## src/rtl/pcm_port_pkg.sv

```systemverilog
package pcm_port_pkg;
  localparam int unsigned SAMPLE_W = 8;
  localparam logic [SAMPLE_W-1:0] QUIET_MU = 8'h7F;
  localparam logic [SAMPLE_W-1:0] QUIET_A  = 8'h55;

  typedef enum logic {XFER_SYNC = 1'b0, XFER_ASYNC = 1'b1} xfer_mode_e;

  function automatic logic [SAMPLE_W-1:0] quiet_code(input logic law_a);
    return law_a ? QUIET_A : QUIET_MU;
  endfunction

  function automatic xfer_mode_e decode_rate(input logic [2:0] code);
    case (code)
      3'b100, 3'b101: return XFER_ASYNC;
      default:        return XFER_SYNC;
    endcase
  endfunction
endpackage

```

## src/rtl/pcm_in_sync.sv

```systemverilog
module pcm_in_sync #(
  parameter int unsigned STAGES = 2
) (
  input  logic clk,
  input  logic rst_n,
  input  logic bclk_i,
  input  logic stb_i,
  input  logic din_i,
  output logic bclk_rise,
  output logic bclk_fall,
  output logic stb_lvl,
  output logic stb_rise,
  output logic din_s
);
  logic [2:0] pipe [STAGES];
  logic       bclk_last;
  logic       stb_last;

  for (genvar g = 0; g < STAGES; g++) begin : g_stage
    if (g == 0) begin : g_first
      always_ff @(posedge clk or negedge rst_n) begin
        if (!rst_n) pipe[g] <= '0;
        else        pipe[g] <= {bclk_i, stb_i, din_i};
      end
    end else begin : g_next
      always_ff @(posedge clk or negedge rst_n) begin
        if (!rst_n) pipe[g] <= '0;
        else        pipe[g] <= pipe[g-1];
      end
    end
  end

  always_ff @(posedge clk or negedge rst_n) begin
    if (!rst_n) begin
      bclk_last <= 1'b0;
      stb_last  <= 1'b0;
    end else begin
      bclk_last <= pipe[STAGES-1][2];
      stb_last  <= pipe[STAGES-1][1];
    end
  end

  assign stb_lvl   = pipe[STAGES-1][1];
  assign din_s     = pipe[STAGES-1][0];
  assign bclk_rise = pipe[STAGES-1][2] & ~bclk_last;
  assign bclk_fall = ~pipe[STAGES-1][2] & bclk_last;
  assign stb_rise  = pipe[STAGES-1][1] & ~stb_last;
endmodule

```

## src/rtl/pcm_rx_path.sv

```systemverilog
module pcm_rx_path
  import pcm_port_pkg::*;
(
  input  logic                clk,
  input  logic                rst_n,
  input  logic                frame_start,
  input  logic                bit_fall,
  input  logic                din,
  input  xfer_mode_e          mode,
  input  logic                law_a,
  input  logic                mute,
  output logic [SAMPLE_W-1:0] rx_data,
  output logic                rx_valid
);
  localparam int unsigned CNT_W = $clog2(SAMPLE_W + 1);

  logic [SAMPLE_W-2:0] shift_q, shift_n;
  logic [CNT_W-1:0]    cnt_q, cnt_n;
  logic [SAMPLE_W-1:0] hold_q, hold_n;
  logic                full_q, full_n;
  logic [SAMPLE_W-1:0] data_q, data_n;
  logic                valid_q, valid_n;
  logic [SAMPLE_W-1:0] byte_in;

  assign byte_in = {shift_q, din};

  always_comb begin
    shift_n = shift_q;
    cnt_n   = cnt_q;
    hold_n  = hold_q;
    full_n  = full_q;
    data_n  = data_q;
    valid_n = 1'b0;
    if (frame_start) begin
      cnt_n = '0;
      if (mode == XFER_SYNC) full_n = 1'b0;
    end else if (bit_fall && (cnt_q < CNT_W'(SAMPLE_W))) begin
      cnt_n   = cnt_q + 1'b1;
      shift_n = byte_in[SAMPLE_W-2:0];
      if (cnt_q == CNT_W'(SAMPLE_W - 1)) begin
        if (mode == XFER_SYNC) begin
          valid_n = 1'b1;
          data_n  = mute ? quiet_code(law_a) : byte_in;
        end else begin
          if (full_q) begin
            valid_n = 1'b1;
            data_n  = mute ? quiet_code(law_a) : hold_q;
          end
          hold_n = byte_in;
          full_n = 1'b1;
        end
      end
    end
  end

  always_ff @(posedge clk or negedge rst_n) begin
    if (!rst_n) begin
      shift_q <= '0;
      cnt_q   <= CNT_W'(SAMPLE_W);
      hold_q  <= '0;
      full_q  <= 1'b0;
      data_q  <= '0;
      valid_q <= 1'b0;
    end else begin
      shift_q <= shift_n;
      cnt_q   <= cnt_n;
      hold_q  <= hold_n;
      full_q  <= full_n;
      data_q  <= data_n;
      valid_q <= valid_n;
    end
  end

  assign rx_data  = data_q;
  assign rx_valid = valid_q;
endmodule

```

## src/rtl/pcm_tx_path.sv

```systemverilog
module pcm_tx_path
  import pcm_port_pkg::*;
(
  input  logic                clk,
  input  logic                rst_n,
  input  logic                frame_start,
  input  logic                bit_rise,
  input  logic [SAMPLE_W-1:0] tx_data,
  input  xfer_mode_e          mode,
  input  logic                law_a,
  input  logic                mute,
  output logic                dout
);
  logic [SAMPLE_W-1:0] shift_q, shift_n;
  logic [SAMPLE_W-1:0] hold_q, hold_n;
  logic                full_q, full_n;
  logic                dout_q, dout_n;
  logic [SAMPLE_W-1:0] src;

  always_comb begin
    shift_n = shift_q;
    hold_n  = hold_q;
    full_n  = full_q;
    dout_n  = dout_q;
    src     = tx_data;
    if (frame_start) begin
      if (mode == XFER_ASYNC) begin
        src    = full_q ? hold_q : quiet_code(law_a);
        hold_n = tx_data;
        full_n = 1'b1;
      end else begin
        full_n = 1'b0;
      end
      shift_n = mute ? quiet_code(law_a) : src;
    end else if (bit_rise) begin
      dout_n  = shift_q[SAMPLE_W-1];
      shift_n = {shift_q[SAMPLE_W-2:0], 1'b0};
    end
  end

  always_ff @(posedge clk or negedge rst_n) begin
    if (!rst_n) begin
      shift_q <= '0;
      hold_q  <= '0;
      full_q  <= 1'b0;
      dout_q  <= 1'b0;
    end else begin
      shift_q <= shift_n;
      hold_q  <= hold_n;
      full_q  <= full_n;
      dout_q  <= dout_n;
    end
  end

  assign dout = dout_q;
endmodule

```

## src/rtl/pcm_strobe_port.sv

```systemverilog
module pcm_strobe_port
  import pcm_port_pkg::*;
#(
  parameter int unsigned IN_STAGES = 2
) (
  input  logic                clk,
  input  logic                rst_n,
  input  logic                bclk_i,
  input  logic                stb_i,
  input  logic                din_i,
  output logic                dout_o,
  output logic                dout_oe_o,
  input  logic [2:0]          csl_i,
  input  logic                law_i,
  input  logic                tx_mute_i,
  input  logic                rx_mute_i,
  input  logic [SAMPLE_W-1:0] tx_data_i,
  output logic [SAMPLE_W-1:0] rx_data_o,
  output logic                rx_valid_o
);
  logic       bclk_rise, bclk_fall, stb_lvl, stb_rise, din_s;
  logic       tx_bit;
  xfer_mode_e mode_q, mode_n, mode_eff;

  pcm_in_sync #(.STAGES(IN_STAGES)) u_sync (
    .clk       (clk),
    .rst_n     (rst_n),
    .bclk_i    (bclk_i),
    .stb_i     (stb_i),
    .din_i     (din_i),
    .bclk_rise (bclk_rise),
    .bclk_fall (bclk_fall),
    .stb_lvl   (stb_lvl),
    .stb_rise  (stb_rise),
    .din_s     (din_s)
  );

  always_comb begin
    mode_n   = mode_q;
    mode_eff = mode_q;
    if (stb_rise) begin
      mode_n   = decode_rate(csl_i);
      mode_eff = mode_n;
    end
  end

  always_ff @(posedge clk or negedge rst_n) begin
    if (!rst_n) mode_q <= XFER_SYNC;
    else        mode_q <= mode_n;
  end

  pcm_rx_path u_rx (
    .clk         (clk),
    .rst_n       (rst_n),
    .frame_start (stb_rise),
    .bit_fall    (bclk_fall & stb_lvl),
    .din         (din_s),
    .mode        (mode_eff),
    .law_a       (law_i),
    .mute        (rx_mute_i),
    .rx_data     (rx_data_o),
    .rx_valid    (rx_valid_o)
  );

  pcm_tx_path u_tx (
    .clk         (clk),
    .rst_n       (rst_n),
    .frame_start (stb_rise),
    .bit_rise    (bclk_rise & stb_lvl),
    .tx_data     (tx_data_i),
    .mode        (mode_eff),
    .law_a       (law_i),
    .mute        (tx_mute_i),
    .dout        (tx_bit)
  );

  assign dout_oe_o = stb_lvl;
  assign dout_o    = stb_lvl & tx_bit;
endmodule

```

## config.mk

```make
export PLATFORM = sky130hd
export DESIGN_NAME = pcm_strobe_port
export DESIGN_NICKNAME = d
export VERILOG_FILES = /design/src/rtl/pcm_port_pkg.sv /design/src/rtl/pcm_in_sync.sv /design/src/rtl/pcm_rx_path.sv /design/src/rtl/pcm_tx_path.sv /design/src/rtl/pcm_strobe_port.sv
export SDC_FILE = /design/constraint.sdc
export NUM_CORES = 1
export LEC_CHECK = 0
export BUFFER_PORTS_ARGS = -buffer_cell sky130_fd_sc_hd__buf_2
export CELL_PAD_IN_SITES_DETAIL_PLACEMENT = 1
export CELL_PAD_IN_SITES_GLOBAL_PLACEMENT = 1
export CORE_MARGIN = 1
export CORE_UTILIZATION = 28
export DETAILED_ROUTE_END_ITERATION = 10
export PLACE_DENSITY = 0.58
export RECOVER_POWER = 100
export SYNTH_ARGS = -nofsm -noshare
export SYNTH_HDL_FRONTEND = slang
export SYNTH_SLANG_ARGS = --single-unit
```

## constraint.sdc

```tcl
create_clock -name clk -period 2.2 [get_ports clk]
set_clock_uncertainty 0.2 [all_clocks]
set_input_delay 0.55 -clock clk [delete_from_list [all_inputs] [get_ports clk]]
set_output_delay 0.55 -clock clk [all_outputs]
set_load 0.03 [all_outputs]
```

==> summary.txt <==
Yosys
  – Synth Area per Inst: ~13 µm²
  – Synth Instances: ~190
  – Seq/Total Area, Yosys: about 58%
  – Synth warn: 0
  – Synth area leaders: dfrtp_1 57%, mux2_2 13%, mux2i_1 2.5%, nor3_1 1.9%, nor2_1 1.7%
  – EDFF count, synth: 0
  – Mapped cell area: 0.00243 mm²
  – FFs w/ async S/R, synth: 100%
  – Post-synth top area share: between 50 and 60%
  – Synth Flop Type: dfrtp_1
  – Most area-hungry cell type in the Yosys netlist: dfrtp_1
  – Syn Nets: 207
  – Synth unique cells: 41
  – Synth cell count leaders: 55 x dfrtp_1, 27 x mux2_2, 11 x nor2_1
  – Most numerous cell in the Yosys netlist: dfrtp_1
  – Yosys reg bits: 56

Clock tree
  – CTS Root Cell: clkbuf_8
  – Clk buf depth: 2
  – CTS sink cnt: 56
  – Post_cts resized: 0
  – Post-CTS Hold Fix Bufs: 1
  – TritonCTS clock tree: yes
  – CTS buffer count: 5
  – Clock-pin slew on the worst setup and hold paths: 0.10 ns
  – H-tree depth: 2
  – Setup Fix Bufs, Post-CTS: 0
  – Clock latency on the worst-skew pair: 0.31 ns

STA
  – Fmax: just under 500 MHz
  – Final worst slack: around 0.18 ns
  – Crit path time final: between 2 and 2.5 ns
  – RSZ-0062 raised after global routing: no
  – Fin Setup TNS: 0 ns
  – Hold slack: 0.140 ns
  – Slew Viols, Final: 0
  – Final setup vio count: 0
  – Period utilization: 91.7%
  – Slew Limit Headroom: 64.9%
  – Least-Margin Pin Slew: 0.526 ns
  – Final Hold Viols: 0

Drt
  – DRC Markers: 0
  – DRT antenna net count: 0
  – Avg WL per Cell: 15.7 µm
  – Final wirelength: about 5200 µm
  – DR vias/cell: 4.79
  – Drt pass-1 iters: 2
  – Via count: 1,596
  – Initial DRC count: 43

Cells and area
  – Post-Layout Cell Count: 333
  – Design area: 0.00285 mm²
  – Layout Area Growth over Synthesis: 17.2%
  – N_diodes: 0
  – Fin util: 34.3%
  – Filler Cell Count: 927
  – Layout cells sized above 1: 30.7%
  – # nets final: 247

Global route
  – Met2 usage: approximately a fifth
  – GRT overflow: 0
  – First-pass GRT wire length: 8940 µm
  – Grt peak-use layer: met2
  – Initial antenna violation count: 0
  – GR Util met3: about 2.7%
  – Gr usage total: between 10% and 20%
  – Largest net degree at the start of global routing: 38
  – GR Util met1: 17.0%
  – Vias in the first global route: 1,743

Setup path
  – Worst Path Max Fanout: 5
  – Crit path DAT: 2.02 ns
  – CP Capture Type: flip-flop
  – Startpoint Class: flip-flop
  – Worst Path Class, Setup: flip-flop to flip-flop
  – Worst path required time: 2.20 ns

Placed design
  – Placer Congestion: between 0.7 and 0.8
  – PortBufs: 28
  – Placement-stage cell area: 0.00275 mm²
  – Post-DP HPWL: between 3000 and 4000 µm
  – Post-Place Cells: 324
  – Setup slack at placement: roughly 0.13 ns

Pwr
  – P_int: between 1.5 and 2 mW
  – Leakage power: 1.28 nW
  – P per Cell Area: 803 mW/mm²
  – PnR Total Power: 2.29 mW
  – Logic pwr share: between 10% and 20%
  – Clock network power share: a little over a third
  – Psw: 0.552 mW
  – Sequential Power Share: 53.1%
  – Peak VDD IR: 287 µV
  – Switching share of power: 24.1%

Outcome
  – Status: finished clean

Floorplanning
  – Core Area: 0.00830 mm²
  – Full die area: roughly 0.0090 mm²
  – Rows: 33
  – Starting Density: 29.2%
  – Die Ht: 95.1 µm
  – Ports: 30
  – Horiz. Die Dim: 95.1 µm

Flow run
  – Max cap viols: 0

Min path
  – Hold crit path type: input pin to flip-flop
[metal layers]
layer / wire [µm] / up-vias
met5: 0 / -
met3: 145 / 5
met2: 2490 / 22
met4: 60 / 0
li1: - / 761
met1: 2520 / 808
[path summary, 6_finish.rpt]
check,startpoint,to,slack [ns],cells after the start
hold reg to reg,u_sync.pipe[4]$_DFF_PN0_,u_sync.stb_lvl$_DFF_PN0_,0.16,0
setup reg to reg,u_sync.pipe[2]$_DFF_PN0_,u_rx.rx_data[7]$_DFFE_PN0P_,0.18,5
hold / removal,din_i,u_sync.pipe[3]$_DFF_PN0_,0.14,1
setup / recovery,u_sync.pipe[2]$_DFF_PN0_,u_rx.rx_data[7]$_DFFE_PN0P_,0.18,5
min in group asynchronous,rst_n,u_sync.pipe[4]$_DFF_PN0_,0.51,2
max in group asynchronous,rst_n,u_rx.shift_q[5]$_DFFE_PN0P_,0.35,3
[placed cells by master (no fill, tap or decap), types with 2 or more instances in the layout]
| cell | synthesis | final |
|---|---|---|
| o2bb2ai_1 | 3 | 3 |
| a2bb2oi_1 | 4 | 4 |
| clkbuf_1 | 2 | 13 |
| nand2b_1 | 6 | 6 |
| mux2_2 | 27 | 27 |
| clkbuf_8 | 0 | 5 |
| a221oi_1 | 3 | 3 |
| nor3_1 | 9 | 9 |
| buf_2 | 0 | 17 |
| o41ai_1 | 2 | 3 |
| and2_1 | 2 | 2 |
| o21ai_0 | 4 | 4 |
| a22oi_1 | 4 | 4 |
| bufinv_16 | 0 | 2 |
| o31ai_1 | 5 | 5 |
| a22o_1 | 2 | 2 |
| a211oi_1 | 3 | 3 |
| buf_4 | 1 | 9 |
| dfrtp_1 | 55 | 55 |
| nand2_1 | 10 | 10 |
| nor2_1 | 11 | 11 |
| mux2i_1 | 6 | 6 |
| nor2b_1 | 3 | 3 |
| inv_1 | 2 | 2 |
[kinds of logic (layout without fill, tap and decap cells)]
family          Yosys count  count (layout)  synth area share [%]
compound gates           37              37                  12.5
fa+ha+maj                 1               1                 0.515
buf+inv                  12              53                  3.04
flops                    56              56                  57.8
mux                      33              33                  15.0
simple gates             48              48                  11.1
[final cells by class]
class	instances	area, µm²	share of cell area (%)
Multi-Input combinational cell	119	941	33.1
Tap cell	105	131	4.62
Clock buffer	6	72.6	2.55
Sequential cell	56	1400	49.3
Inverter	4	17.5	0.616
Clock inverter	2	60.1	2.11
Timing Repair Buffer	41	220	7.74
[flip-flops by register name, summed over array words and instances, names as in the netlist, 4 cells and up]
| register | flops |
|---|---|
| u_rx.hold_q | 8 |
| u_rx.rx_data | 8 |
| u_tx.hold_q | 8 |
| u_tx.shift_q | 8 |
| u_rx.shift_q | 7 |
| u_rx.cnt_q | 4 |
| u_sync.pipe | 4 |
[power by group through the flow]
stage / sequential (mW) / combinational, mW / clock, mW
finish: 1.21 / 0.280 / 0.792
global placement: 1.23 / 0.290 / 0
detailed placement: 1.24 / 0.296 / 0
CTS: 1.21 / 0.299 / 0.820
floorplan: 1.21 / 0.204 / 0
global route: 1.23 / 0.316 / 0.858
[critical path, cell delays in order, from the launching register on]
cell     delay (ns)
dfrtp_1        0.40
or3b_1         0.51
nor3_4         0.31
o21ai_2        0.11
buf_4          0.16
a22o_1         0.22
No activity file was read; power rests on OpenSTA's default activity.
